===== config.mk =====
export PLATFORM = sky130hd
export DESIGN_NAME = tag_check_unit
export DESIGN_NICKNAME = d
export VERILOG_FILES = /design/src/rtl/tcu_pkg.sv /design/src/rtl/tcu_addr_decode.sv /design/src/rtl/tcu_fault_sel.sv /design/src/rtl/tcu_sticky_status.sv /design/src/rtl/tag_check_unit.sv
export SDC_FILE = /design/constraint.sdc
export NUM_CORES = 1
export LEC_CHECK = 0
export BUFFER_PORTS_ARGS = -buffer_cell sky130_fd_sc_hd__buf_2
export CAP_MARGIN = 10
export CORE_UTILIZATION = 45
export DETAILED_ROUTE_END_ITERATION = 12
export PLACE_DENSITY = 0.82
export SLEW_MARGIN = 20
export SYNTH_ARGS = -nofsm -noshare
export SYNTH_HDL_FRONTEND = slang
export SYNTH_HIERARCHICAL = 1
export SYNTH_SLANG_ARGS = --single-unit

===== constraint.sdc =====
create_clock -name clk -period 1.45 [get_ports clk]
set_clock_uncertainty 0.05 [all_clocks]
set_input_delay 0.145 -clock clk [delete_from_list [all_inputs] [get_ports clk]]
set_output_delay 0.145 -clock clk [all_outputs]
set_load 0.01 [all_outputs]

===== src/rtl/tcu_pkg.sv =====
package tcu_pkg;
  localparam int ADDR_W   = 64;
  localparam int TAG_W    = 4;
  localparam int TAG_LSB  = 56;
  localparam int SEL_BIT  = 55;
  localparam int NRANGE   = 2;
  localparam int FSC_W    = 6;
  localparam logic [FSC_W-1:0] FSC_TAG = 6'h11;
  localparam int EXT_W    = ADDR_W - SEL_BIT - 1;

  typedef enum logic [1:0] {
    ST_IDLE   = 2'd0,
    ST_LOOKUP = 2'd1,
    ST_DONE   = 2'd2
  } tcu_state_e;

  typedef enum logic [1:0] {
    FM_IGNORE = 2'd0,
    FM_SYNC   = 2'd1,
    FM_ASYNC  = 2'd2,
    FM_RSVD   = 2'd3
  } tcu_mode_e;
endpackage


===== src/rtl/tcu_addr_decode.sv =====
module tcu_addr_decode
  import tcu_pkg::*;
(
  input  logic [ADDR_W-1:0] addr,
  input  logic              two_range,
  input  logic [NRANGE-1:0] tbi,
  input  logic [NRANGE-1:0] tcma,
  output logic [TAG_W-1:0]  ptr_tag,
  output logic              sel,
  output logic [ADDR_W-1:0] out_addr,
  output logic              need_check
);
  logic [ADDR_W-1:0] stripped;
  logic              tbi_on;
  logic              match_ign;

  always_comb begin
    sel      = addr[SEL_BIT];
    ptr_tag  = addr[TAG_LSB +: TAG_W];
    stripped = two_range ? {{EXT_W{addr[SEL_BIT]}}, addr[SEL_BIT:0]}
                         : {{EXT_W{1'b0}}, addr[SEL_BIT:0]};
    tbi_on   = two_range ? tbi[sel] : tbi[0];
    if (two_range) begin
      match_ign = (!sel && (ptr_tag == '0) && tcma[0]) ||
                  ( sel && (ptr_tag == '1) && tcma[1]);
    end else begin
      match_ign = (ptr_tag == '0) && tcma[0];
    end
    need_check = tbi_on && !match_ign;
    out_addr   = tbi_on ? stripped : addr;
  end
endmodule


===== src/rtl/tcu_fault_sel.sv =====
module tcu_fault_sel
  import tcu_pkg::*;
(
  input  logic [1:0]       req_el,
  input  logic [3:0]       req_tcf,
  output tcu_mode_e        mode_sel,
  input  tcu_mode_e        mode_q,
  input  logic             rsp_fire,
  input  logic             rsp_none,
  input  logic [TAG_W-1:0] mem_tag,
  input  logic [TAG_W-1:0] ptr_tag,
  output logic             do_abort,
  output logic             do_async,
  output logic             do_rsvd
);
  logic mismatch;

  always_comb begin
    mode_sel = tcu_mode_e'((req_el == 2'd0) ? req_tcf[1:0] : req_tcf[3:2]);
    mismatch = rsp_fire && !rsp_none && (mem_tag != ptr_tag);
    do_abort = mismatch && (mode_q == FM_SYNC);
    do_async = mismatch && (mode_q == FM_ASYNC);
    do_rsvd  = mismatch && (mode_q == FM_RSVD);
  end
endmodule


===== src/rtl/tcu_sticky_status.sv =====
module tcu_sticky_status
  import tcu_pkg::*;
(
  input  logic              clk,
  input  logic              rst_n,
  input  logic              set_en,
  input  logic              set_el0,
  input  logic              set_sel,
  input  logic              clr_valid,
  input  logic              clr_el0,
  input  logic [NRANGE-1:0] clr_mask,
  output logic [NRANGE-1:0] fsr_el0,
  output logic [NRANGE-1:0] fsr_elx
);
  logic [NRANGE-1:0] bank_q [2];

  for (genvar b = 0; b < 2; b++) begin : g_bank
    logic              hit_set;
    logic              hit_clr;
    logic [NRANGE-1:0] bank_d;

    always_comb begin
      hit_set = set_en && (set_el0 == (b == 0));
      hit_clr = clr_valid && (clr_el0 == (b == 0));
      bank_d  = bank_q[b];
      if (hit_clr) bank_d = bank_d & ~clr_mask;
      if (hit_set) bank_d = bank_d | (NRANGE'(1) << set_sel);
    end

    always_ff @(posedge clk or negedge rst_n) begin
      if (!rst_n) bank_q[b] <= '0;
      else        bank_q[b] <= bank_d;
    end

    // bits never drop without a clear strobe
    assert_sticky_hold_R9: assert property (@(posedge clk) disable iff (!rst_n)
      !clr_valid |=> ((bank_q[b] & $past(bank_q[b])) == $past(bank_q[b])));
  end

  assign fsr_el0 = bank_q[0];
  assign fsr_elx = bank_q[1];
endmodule


===== src/rtl/tag_check_unit.sv =====
module tag_check_unit
  import tcu_pkg::*;
(
  input  logic              clk,
  input  logic              rst_n,
  input  logic              req_valid,
  output logic              req_ready,
  input  logic [ADDR_W-1:0] req_addr,
  input  logic [1:0]        req_el,
  input  logic              req_two_range,
  input  logic [1:0]        req_tbi,
  input  logic [1:0]        req_tcma,
  input  logic [3:0]        req_tcf,
  output logic              tag_req_valid,
  output logic [ADDR_W-1:0] tag_req_addr,
  input  logic              tag_rsp_valid,
  input  logic [3:0]        tag_rsp_tag,
  input  logic              tag_rsp_none,
  output logic              res_valid,
  input  logic              res_ready,
  output logic [ADDR_W-1:0] res_addr,
  output logic              res_abort,
  output logic [5:0]        res_fsc,
  output logic [ADDR_W-1:0] res_fault_addr,
  output logic              res_reserved,
  input  logic              clr_valid,
  input  logic              clr_el0,
  input  logic [1:0]        clr_mask,
  output logic [1:0]        fsr_el0,
  output logic [1:0]        fsr_elx
);
  tcu_state_e        state_q, state_d;
  logic [ADDR_W-1:0] orig_q, clean_q;
  logic [TAG_W-1:0]  tag_q;
  logic              sel_q, el0_q;
  tcu_mode_e         mode_q;
  logic              abort_q, abort_d, rsvd_q, rsvd_d;

  logic              accept, rsp_fire, ld_req, ld_res;
  logic [TAG_W-1:0]  dec_tag;
  logic              dec_sel, dec_chk;
  logic [ADDR_W-1:0] dec_addr;
  tcu_mode_e         mode_sel;
  logic              do_abort, do_async, do_rsvd;

  tcu_addr_decode u_decode (
    .addr(req_addr), .two_range(req_two_range), .tbi(req_tbi), .tcma(req_tcma),
    .ptr_tag(dec_tag), .sel(dec_sel), .out_addr(dec_addr), .need_check(dec_chk)
  );

  tcu_fault_sel u_fault (
    .req_el(req_el), .req_tcf(req_tcf), .mode_sel(mode_sel),
    .mode_q(mode_q), .rsp_fire(rsp_fire), .rsp_none(tag_rsp_none),
    .mem_tag(tag_rsp_tag), .ptr_tag(tag_q),
    .do_abort(do_abort), .do_async(do_async), .do_rsvd(do_rsvd)
  );

  tcu_sticky_status u_status (
    .clk(clk), .rst_n(rst_n),
    .set_en(do_async), .set_el0(el0_q), .set_sel(sel_q),
    .clr_valid(clr_valid), .clr_el0(clr_el0), .clr_mask(clr_mask),
    .fsr_el0(fsr_el0), .fsr_elx(fsr_elx)
  );

  // next-state
  always_comb begin
    state_d  = state_q;
    abort_d  = abort_q;
    rsvd_d   = rsvd_q;
    accept   = 1'b0;
    rsp_fire = 1'b0;
    ld_res   = 1'b0;
    unique case (state_q)
      ST_IDLE: begin
        if (req_valid) begin
          accept  = 1'b1;
          ld_res  = 1'b1;
          abort_d = 1'b0;
          rsvd_d  = 1'b0;
          state_d = dec_chk ? ST_LOOKUP : ST_DONE;
        end
      end
      ST_LOOKUP: begin
        if (tag_rsp_valid) begin
          rsp_fire = 1'b1;
          ld_res   = 1'b1;
          abort_d  = do_abort;
          rsvd_d   = do_rsvd;
          state_d  = ST_DONE;
        end
      end
      ST_DONE: begin
        if (res_ready) state_d = ST_IDLE;
      end
      default: state_d = ST_IDLE;
    endcase
    ld_req = accept;
  end

  // registers
  always_ff @(posedge clk or negedge rst_n) begin
    if (!rst_n) begin
      state_q <= ST_IDLE;
      orig_q  <= '0;
      clean_q <= '0;
      tag_q   <= '0;
      sel_q   <= 1'b0;
      el0_q   <= 1'b0;
      mode_q  <= FM_IGNORE;
      abort_q <= 1'b0;
      rsvd_q  <= 1'b0;
    end else begin
      state_q <= state_d;
      if (ld_req) begin
        orig_q  <= req_addr;
        clean_q <= dec_addr;
        tag_q   <= dec_tag;
        sel_q   <= dec_sel;
        el0_q   <= (req_el == 2'd0);
        mode_q  <= mode_sel;
      end
      if (ld_res) begin
        abort_q <= abort_d;
        rsvd_q  <= rsvd_d;
      end
    end
  end

  assign req_ready      = (state_q == ST_IDLE);
  assign tag_req_valid  = (state_q == ST_LOOKUP);
  assign tag_req_addr   = clean_q;
  assign res_valid      = (state_q == ST_DONE);
  assign res_addr       = clean_q;
  assign res_abort      = abort_q;
  assign res_fsc        = abort_q ? FSC_TAG : '0;
  assign res_fault_addr = abort_q ? orig_q : '0;
  assign res_reserved   = rsvd_q;

  assert_hold_result_R10: assert property (@(posedge clk) disable iff (!rst_n)
    res_valid && !res_ready |=> res_valid && $stable(res_addr) && $stable(res_abort)
                                && $stable(res_reserved));

  assert_one_lookup_R10: assert property (@(posedge clk) disable iff (!rst_n)
    tag_req_valid |-> !req_ready && !res_valid);

  assert_lookup_held_R11: assert property (@(posedge clk) disable iff (!rst_n)
    tag_req_valid && !tag_rsp_valid |=> tag_req_valid && $stable(tag_req_addr));

  assert_unchecked_fast_R11: assert property (@(posedge clk) disable iff (!rst_n)
    req_valid && req_ready && !dec_chk |=> res_valid);

  assert_abort_after_lookup_R8: assert property (@(posedge clk) disable iff (!rst_n)
    $rose(res_valid) && res_abort |-> $past(tag_rsp_valid));
endmodule


==> summary.txt, run 1 <==
Status
  • Outcome: finished with violations
  • Failing checks: negative setup slack

Placement
  • Hpwl dp: 10.94 mm
  • Gpl congestion: 0.7983
  • Place WS: -149.1 ps
  • Port bufs: 291
  • Post-Place Cells: 951

Yosys
  • EDFF count, synth: 0
  • Synth Register Bits: 144
  • Main synth FF type: dfrtp_1
  • Ys async rst share: 100.0%
  • Synth top cells by count: dfrtp_1 (144), buf_4 (141), mux2_2 (98)
  • Top post-synthesis cells by area: dfrtp_1 (50%), mux2_2 (15%), buf_4 (15%)
  • Most common cell in the synthesized netlist: dfrtp_1
  • Yosys warns: 6
  • Post-Synthesis Cell Area: 7184 um^2
  • Post-Syn Instances: 568
  • Cell taking the most area after synthesis: dfrtp_1
  • Yosys cell types: 34
  • Sequential fraction of the synthesis area: 50.16%
  • Top-area cell type share of the netlist area: 50.16%
  • Syn_area_per_cell: 12.65 um^2

Setup path
  • Crit path DAT: 1450 ps
  • Critical path capture point type: primary output
  • Slowest stage delay, CP: 410 ps
  • Crit-path cells: buf_12, clkbuf_16, and2_1, buf_2
  • Critical path type: reg -> out
  • CP max stage cell: dfrtp_2
  • Critical path launch point type: flop
  • Required @ worst endpoint: 1250 ps
  • Worst-path fanout max: 14

Detailed routing
  • Vias per inst: 4.845
  • Number of remaining DRC errors: 0
  • Total number of vias: 5,189
  • Iteration count of the initial detailed-routing pass: 4
  • 1st-iter DRT viols: 228
  • Post-route ant nets: 0
  • Post-Route WL: 20.25 mm
  • Routed WL per cell: 18.91 um

Finish
  • Diodes inserted: 0
  • Final nets: 939
  • Synth-to-Final Area Change: 52.05%
  • Utilization after layout: 71.07%
  • Proportion of layout cells with a drive suffix above 1: 66.51%
  • Fin cells: 1,071
  • Filler cell count: 974
  • Area of the multi-input gates: 3080 um^2
  • Storage cell area: 3605 um^2

Floorplanning
  • Floorplan core area: 15,370 um^2
  • Row cnt: 45
  • Die area: 16,480 um^2
  • Starting Density: 46.74%
  • Die X: 128.4 um
  • Num ports: 296
  • Die height: 128.4 um

Clocking
  • TritonCTS clock tree: built
  • CTS clk-pin slew, worst paths: 50 ps
  • Clock buffer depth: 2
  • CTS root buf: clkbuf_16
  • CTS sink count: 144
  • TritonCTS Buffers: 17
  • H-tree Lvls: 4
  • Worst-Skew Late Latency: 400 ps

Power
  • Pleak: 5.528 nW
  • Pwr/cell area: 1940 nW/um^2
  • Tot Pwr: 21.20 mW
  • Peak VDD IR: 0.001086 V

Global route
  • Largest net degree at the start of global routing: 52
  • GRT overflow: 0
  • Vias in the first global route: 5,259
  • Antenna violations before repair: 0
  • First-pass GRT wire length: 27.24 mm
  • Tot GR Track Use: 21.39%

Min path
  • Worst hold path type: in -> reg

Timing
  • RSZ-0062 raised after global routing: true
  • Slew Limit Fails: 0
  • Final setup vio count: 212
  • Worst setup margin: -197.5 ps
  • Fin crit period: 1647 ps
  • Final hold viol count: 0
  • Fmax: 607.0 MHz
  • Final period util: 113.6%

Flow run
  • Max-cap violations: 0
-- worst paths after layout --
path | from | slack, ps | cells past startpoint | endpoint
max | res_abort | -200 | 4 | res_fault_addr[52]
min | tag_rsp_valid | 30 | 3 | state_q[0]
max reg2reg | state_q[1] | -170 | 7 | u_status/fsr_elx[0]
min reg2reg | u_status/fsr_elx[0] | 430 | 1 | u_status/fsr_elx[0]
max in group asynchronous | rst_n | 660 | 3 | res_abort
min in group asynchronous | rst_n | 130 | 2 | u_status/fsr_elx[1]
-- stage by stage --
step           setup TNS (ps)  hold slack (ps)  cell area [um^2]
2_1_floorplan           -6038           -200.6              7283
3_3_place_gp           -11800           -15.25              8177
3_5_place_dp           -13120           -16.82              8177
4_1_cts                -18990           0.2174              9910
5_1_grt                -39000            21.96             10920
6_report               -26810            28.36             10920
-- sequential cells by signal (all words and copies together), names as in the netlist --
name and flops:
el0_q 1, mode_q 2, orig_q 64, res_abort 1, res_addr 64, res_reserved 1
sel_q 1, state_q 2, tag_q 4, u_status/fsr_el0 2, u_status/fsr_elx 2
-- metal layers --
| metal | part of all wire (%) | up-vias | GRT usage, % |
|---|---|---|---|
| met2 | 54 | 202 | 38.66 |
| met4 | 1.7 | 0 | 8.581 |
| li1 | - | 2344 | - |
| met1 | 39 | 2617 | 24.20 |
| met3 | 5.1 | 26 | 5.198 |
| met5 | 0 | - | 0 |
-- layout make-up --
class	count	area share (%)
sequential	144	33.00
timing repair buffer	416	31.37
multi-input combinational	270	28.20
clock buffer	23	4.192
tap	211	2.417
clock inverter	6	0.7903
inverter	1	0.03436
-- critical path, delay by kind of cell, from the launching register on --
family                 cells  cell delay, ps
DFF                        1             410
buffers and inverters      3             480
and+or+nand+nor            1             150
-- report_power, final --
part	switching [mW]	internal [mW]	leakage [nW]	total (mW)
logic	3.72	5.83	3.56	9.55
clock network	1.57	2.55	0.263	4.12
registers	1.52	6.01	1.71	7.53
total	6.81	14.4	5.53	21.2
-- kinds of logic after synthesis --
kind of cell,synth area share (%)
compound gates,1.916
xor+xnor,0.4876
buf+inv,16.56
flops,50.16
mux,21.63
other cells,0.05220
simple gates,9.195
-- placed cells by master (no fill, tap or decap), types with 6 or more instances in the layout --
cell	count
buf_16	6
nand2_1	16
and2_1	18
clkbuf_16	29
dlygate4sd3_1	64
buf_6	55
buf_4	16
mux2_4	136
buf_8	7
buf_12	13
and2_4	47
buf_2	243
dfrtp_1	143
-- repair_timing --
action,4_1_cts,5_1_grt
gates resized for setup,101,162
setup buffers,5,3
gates cloned,5,15
pin swaps,5,1
endpoints found under the hold margin,263,0
setup endpoints to repair,207,209
hold buffers,64,0
No activity file was read; power rests on OpenSTA's default activity.
==> run 2, diff against run 1 <==
--- a/config.mk
+++ b/config.mk
@@ -6,8 +6,11 @@
 export NUM_CORES = 1
 export LEC_CHECK = 0
 export BUFFER_PORTS_ARGS = -buffer_cell sky130_fd_sc_hd__buf_2
-export CAP_MARGIN = 10
-export CORE_UTILIZATION = 45
+export CAP_MARGIN = 20
+export CELL_PAD_IN_SITES_DETAIL_PLACEMENT = 0
+export CELL_PAD_IN_SITES_GLOBAL_PLACEMENT = 1
+export CORE_UTILIZATION = 35
+export CTS_BUF_LIST = sky130_fd_sc_hd__clkbuf_8
 export DETAILED_ROUTE_END_ITERATION = 12
 export PLACE_DENSITY = 0.82
 export SLEW_MARGIN = 20
==> run 2 against run 1 <==
- the flow still finishes with violations (negative setup slack)
- worst setup slack worse by 13 ps
- register-to-register slack worse by 40 ps
- power down 4.8%
- via count down 1.0%
- first-iteration DRC count down 41%
- critical endpoint is now u_status/fsr_elx[0]
- largest cell class unchanged
- largest power group unchanged
==> summary.txt, run 2 (synthesis gave the netlist of run 1 again) <==
Floorplanning
  • Die X: 145.3 um (was 128.4 um)
  • Die height: 145.3 um (was 128.4 um)
  • Starting Density: 35.62% (was 46.74%)
  • Floorplan core area: 20,170 um^2 (was 15,370 um^2)
  • Row cnt: 52 (was 45)
  • Die area: 21,100 um^2 (was 16,480 um^2)
  • Num ports: 296 (unchanged)

Detailed routing
  • 1st-iter DRT viols: 134 (was 228)
  • Post-route ant nets: 0 (unchanged)
  • Total number of vias: 5,135 (was 5,189)
  • Routed WL per cell: 15.95 um (was 18.91 um)
  • Vias per inst: 4.496 (was 4.845)
  • Post-Route WL: 18.22 mm (was 20.25 mm)
  • Iteration count of the initial detailed-routing pass: 4 (unchanged)
  • Number of remaining DRC errors: 0 (unchanged)

Timing
  • Fin crit period: 1660 ps (was 1647 ps)
  • Fmax: 602.3 MHz (was 607.0 MHz)
  • Final period util: 114.5% (was 113.6%)
  • Worst setup margin: -210.3 ps (was -197.5 ps)
  • Slew Limit Fails: 0 (unchanged)
  • Final hold viol count: 0 (unchanged)
  • RSZ-0062 raised after global routing: true (unchanged)
  • Final setup vio count: 209 (was 212)
  • Setup_tns: -28,830 ps (was -26,810 ps)

Min path
  • Hold path start: req_addr[57] (was tag_rsp_valid)
  • Worst hold path type: in -> reg (unchanged)
  • Worst Hold Depth: 3 (unchanged)
  • Hold Path End: tag_q[1] (was state_q[0])

Power
  • Clock network fraction of total power: 18.7% (was 19.4%)
  • Power share of the combinational group: 44.6% (was 45.1%)
  • Flop pwr share: 36.6% (was 35.5%)
  • Switching part of the total: 32.42% (was 32.11%)
  • Sw Pwr: 6.539 mW (was 6.807 mW)
  • P_int: 13.63 mW (was 14.39 mW)
  • Pwr/cell area: 1906 nW/um^2 (was 1940 nW/um^2)
  • Pleak: 5.385 nW (was 5.528 nW)
  • Peak VDD IR: 0.0009271 V (was 0.001086 V)

Setup path
  • Slowest stage delay, CP: 440 ps (was 410 ps)
  • CP max stage cell: dfrtp_1 (was dfrtp_2)
  • RR Endpoint: u_status/fsr_elx[0] (unchanged)
  • Critical path launch point type: flop (unchanged)
  • Crit path DAT: 1990 ps (was 1450 ps)
  • Worst-path fanout max: 3 (was 14)
  • Worst reg2reg setup slack: -210 ps (was -170 ps)
  • Worst path buffer plus inverter count: 1 (was 3)
  • Delay-heaviest family, CP: simple AND/OR/NAND/NOR gates (was buffers and inverters)
  • Critical path type: reg -> reg (was reg -> out)
  • R2r worst-path depth: 7 (unchanged)
  • Worst r2r src: state_q[1] (unchanged)
  • Required @ worst endpoint: 1780 ps (was 1250 ps)
  • Crit-path cells: buf_6, nor2b_4, and2_4, nand4bb_1, a41oi_2, nand2b_1, o2bb2ai_2 (was buf_12, clkbuf_16, and2_1, buf_2)
  • Critical path capture point type: flop (was primary output)

Finish
  • Final nets: 948 (was 939)
  • Commonest cells after routing, fill and taps aside: buf_2 (271), dfrtp_1 (143), mux2_4 (129) (was buf_2 (243), dfrtp_1 (143), mux2_4 (136))
  • Filler cell count: 1,703 (was 974)
  • Diodes inserted: 0 (unchanged)
  • Final instance area: 10,580 um^2 (was 10,920 um^2)
  • Proportion of layout cells with a drive suffix above 1: 63.07% (was 66.51%)
  • Synth-to-Final Area Change: 47.32% (was 52.05%)
  • Commonest non-fill, non-tap cell in the layout: buf_2 (unchanged)

Clocking
  • TritonCTS Buffers: 17 (unchanged)
  • H-tree Lvls: 4 (unchanged)
  • TritonCTS clock tree: built (unchanged)
  • Clock buffer depth: 2 (unchanged)
  • CTS sink count: 144 (unchanged)
  • CTS root buf: clkbuf_8 (was clkbuf_16)
  • Worst-Skew Late Latency: 440 ps (was 400 ps)
  • CTS clk-pin slew, worst paths: 90 ps (was 50 ps)

Placement
  • Cell area after placement: 8320 um^2 (was 8177 um^2)
  • Port bufs: 291 (unchanged)
  • Hpwl dp: 10.80 mm (was 10.94 mm)
  • Gpl congestion: 0.7617 (was 0.7983)

Global route
  • GRT overflow: 0 (unchanged)
  • Tot GR Track Use: 15.92% (was 21.39%)
  • First-pass GRT wire length: 26.43 mm (was 27.24 mm)
  • Vias in the first global route: 5,004 (was 5,259)
  • Antenna violations before repair: 0 (unchanged)
  • Largest net degree at the start of global routing: 38 (was 52)

Flow run
  • Max-cap violations: 0 (unchanged)

Status
  • Outcome: finished with violations (unchanged)
  • Failing checks: negative setup slack (unchanged)
[run 2: cell count changes in the layout (fill, tap and decap cells not counted), sizes merged]
| cell | before | now |
|---|---|---|
| clkinvlp | 1 | 2 |
| inv | 1 | 5 |
| bufinv | 2 | 5 |
| clkbuf | 35 | 23 |
| clkinv | 3 | 4 |
| dlygate4sd3 | 64 | 79 |
[run 2: worst register-to-register path, delay by kind of cell, from the launching register on]
kind,cells,cell delay [ps]
AOI/OAI and AO/OA,2,430
buffers and inverters,1,140
DFF,1,440
and+or+nand+nor,4,530
[run 2: timing repair]
item                                   CTS  global route
setup endpoints to repair              211           213
gates resized for setup                 59           132
hold buffers                            79             0
endpoints found under the hold margin  279             0
setup buffers                            5             2
pin swaps                                5             3
cloned                                   3             6
[run 2: final cells by class]
type	count	area, um^2	share of cell area [%]
flip-flops and latches	144	3605	34.06
repair buffers	425	3182	30.06
multi-input cells	270	2989	28.24
well taps	270	337.8	3.192
clock buffers	17	234.0	2.211
clock inverters	15	232.7	2.199
inverters	1	3.754	0.03547
[run 2: stage by stage]
stage | setup WS, ps | utilization (%) | hold slack, ps | cells | power, mW
after floorplan | -112.1 | - | -200.6 | 571 | 12.45
after global placement | -162.5 | 41.25 | 43.13 | 1016 | 13.92
after detailed placement | -197.0 | 41.25 | 38.69 | 1016 | 14.07
after CTS | -192.9 | 49.21 | 1.128 | 1135 | 18.78
after global routing | -313.9 | 52.48 | 13.68 | 1142 | 21.25
final | -210.3 | 52.48 | 36.42 | 1142 | 20.17
[run 2: how the worst max path moves through the flow]
stage,startpoint,endpoint,slack [ps],depth (start not counted)
floorplan,state_q[1],orig_q[10],-110,6
global placement,state_q[0],orig_q[3],-160,4
detailed placement,state_q[0],res_addr[36],-200,4
CTS,state_q[1],res_valid,-190,4
global route,state_q[1],u_status/fsr_elx[0],-310,7
finish,state_q[1],u_status/fsr_elx[0],-210,7
[run 2: layer usage]
metal  vias up  track usage (%)  wire, um
met3        19            4.214       815
li1       2358                -         -
met4         0            5.105       229
met5         -                0         0
met2       171            27.86      9554
met1      2587            18.93      7616
[run 2: power by group through the flow]
stage               clock network [mW]  logic [mW]  registers [mW]
floorplan                            0        5.02            7.44
global placement                     0        6.67            7.24
detailed placement                   0        6.77            7.30
CTS                               3.90        7.61            7.27
global route                      4.05        9.56            7.64
finish                            3.78        9.00            7.39
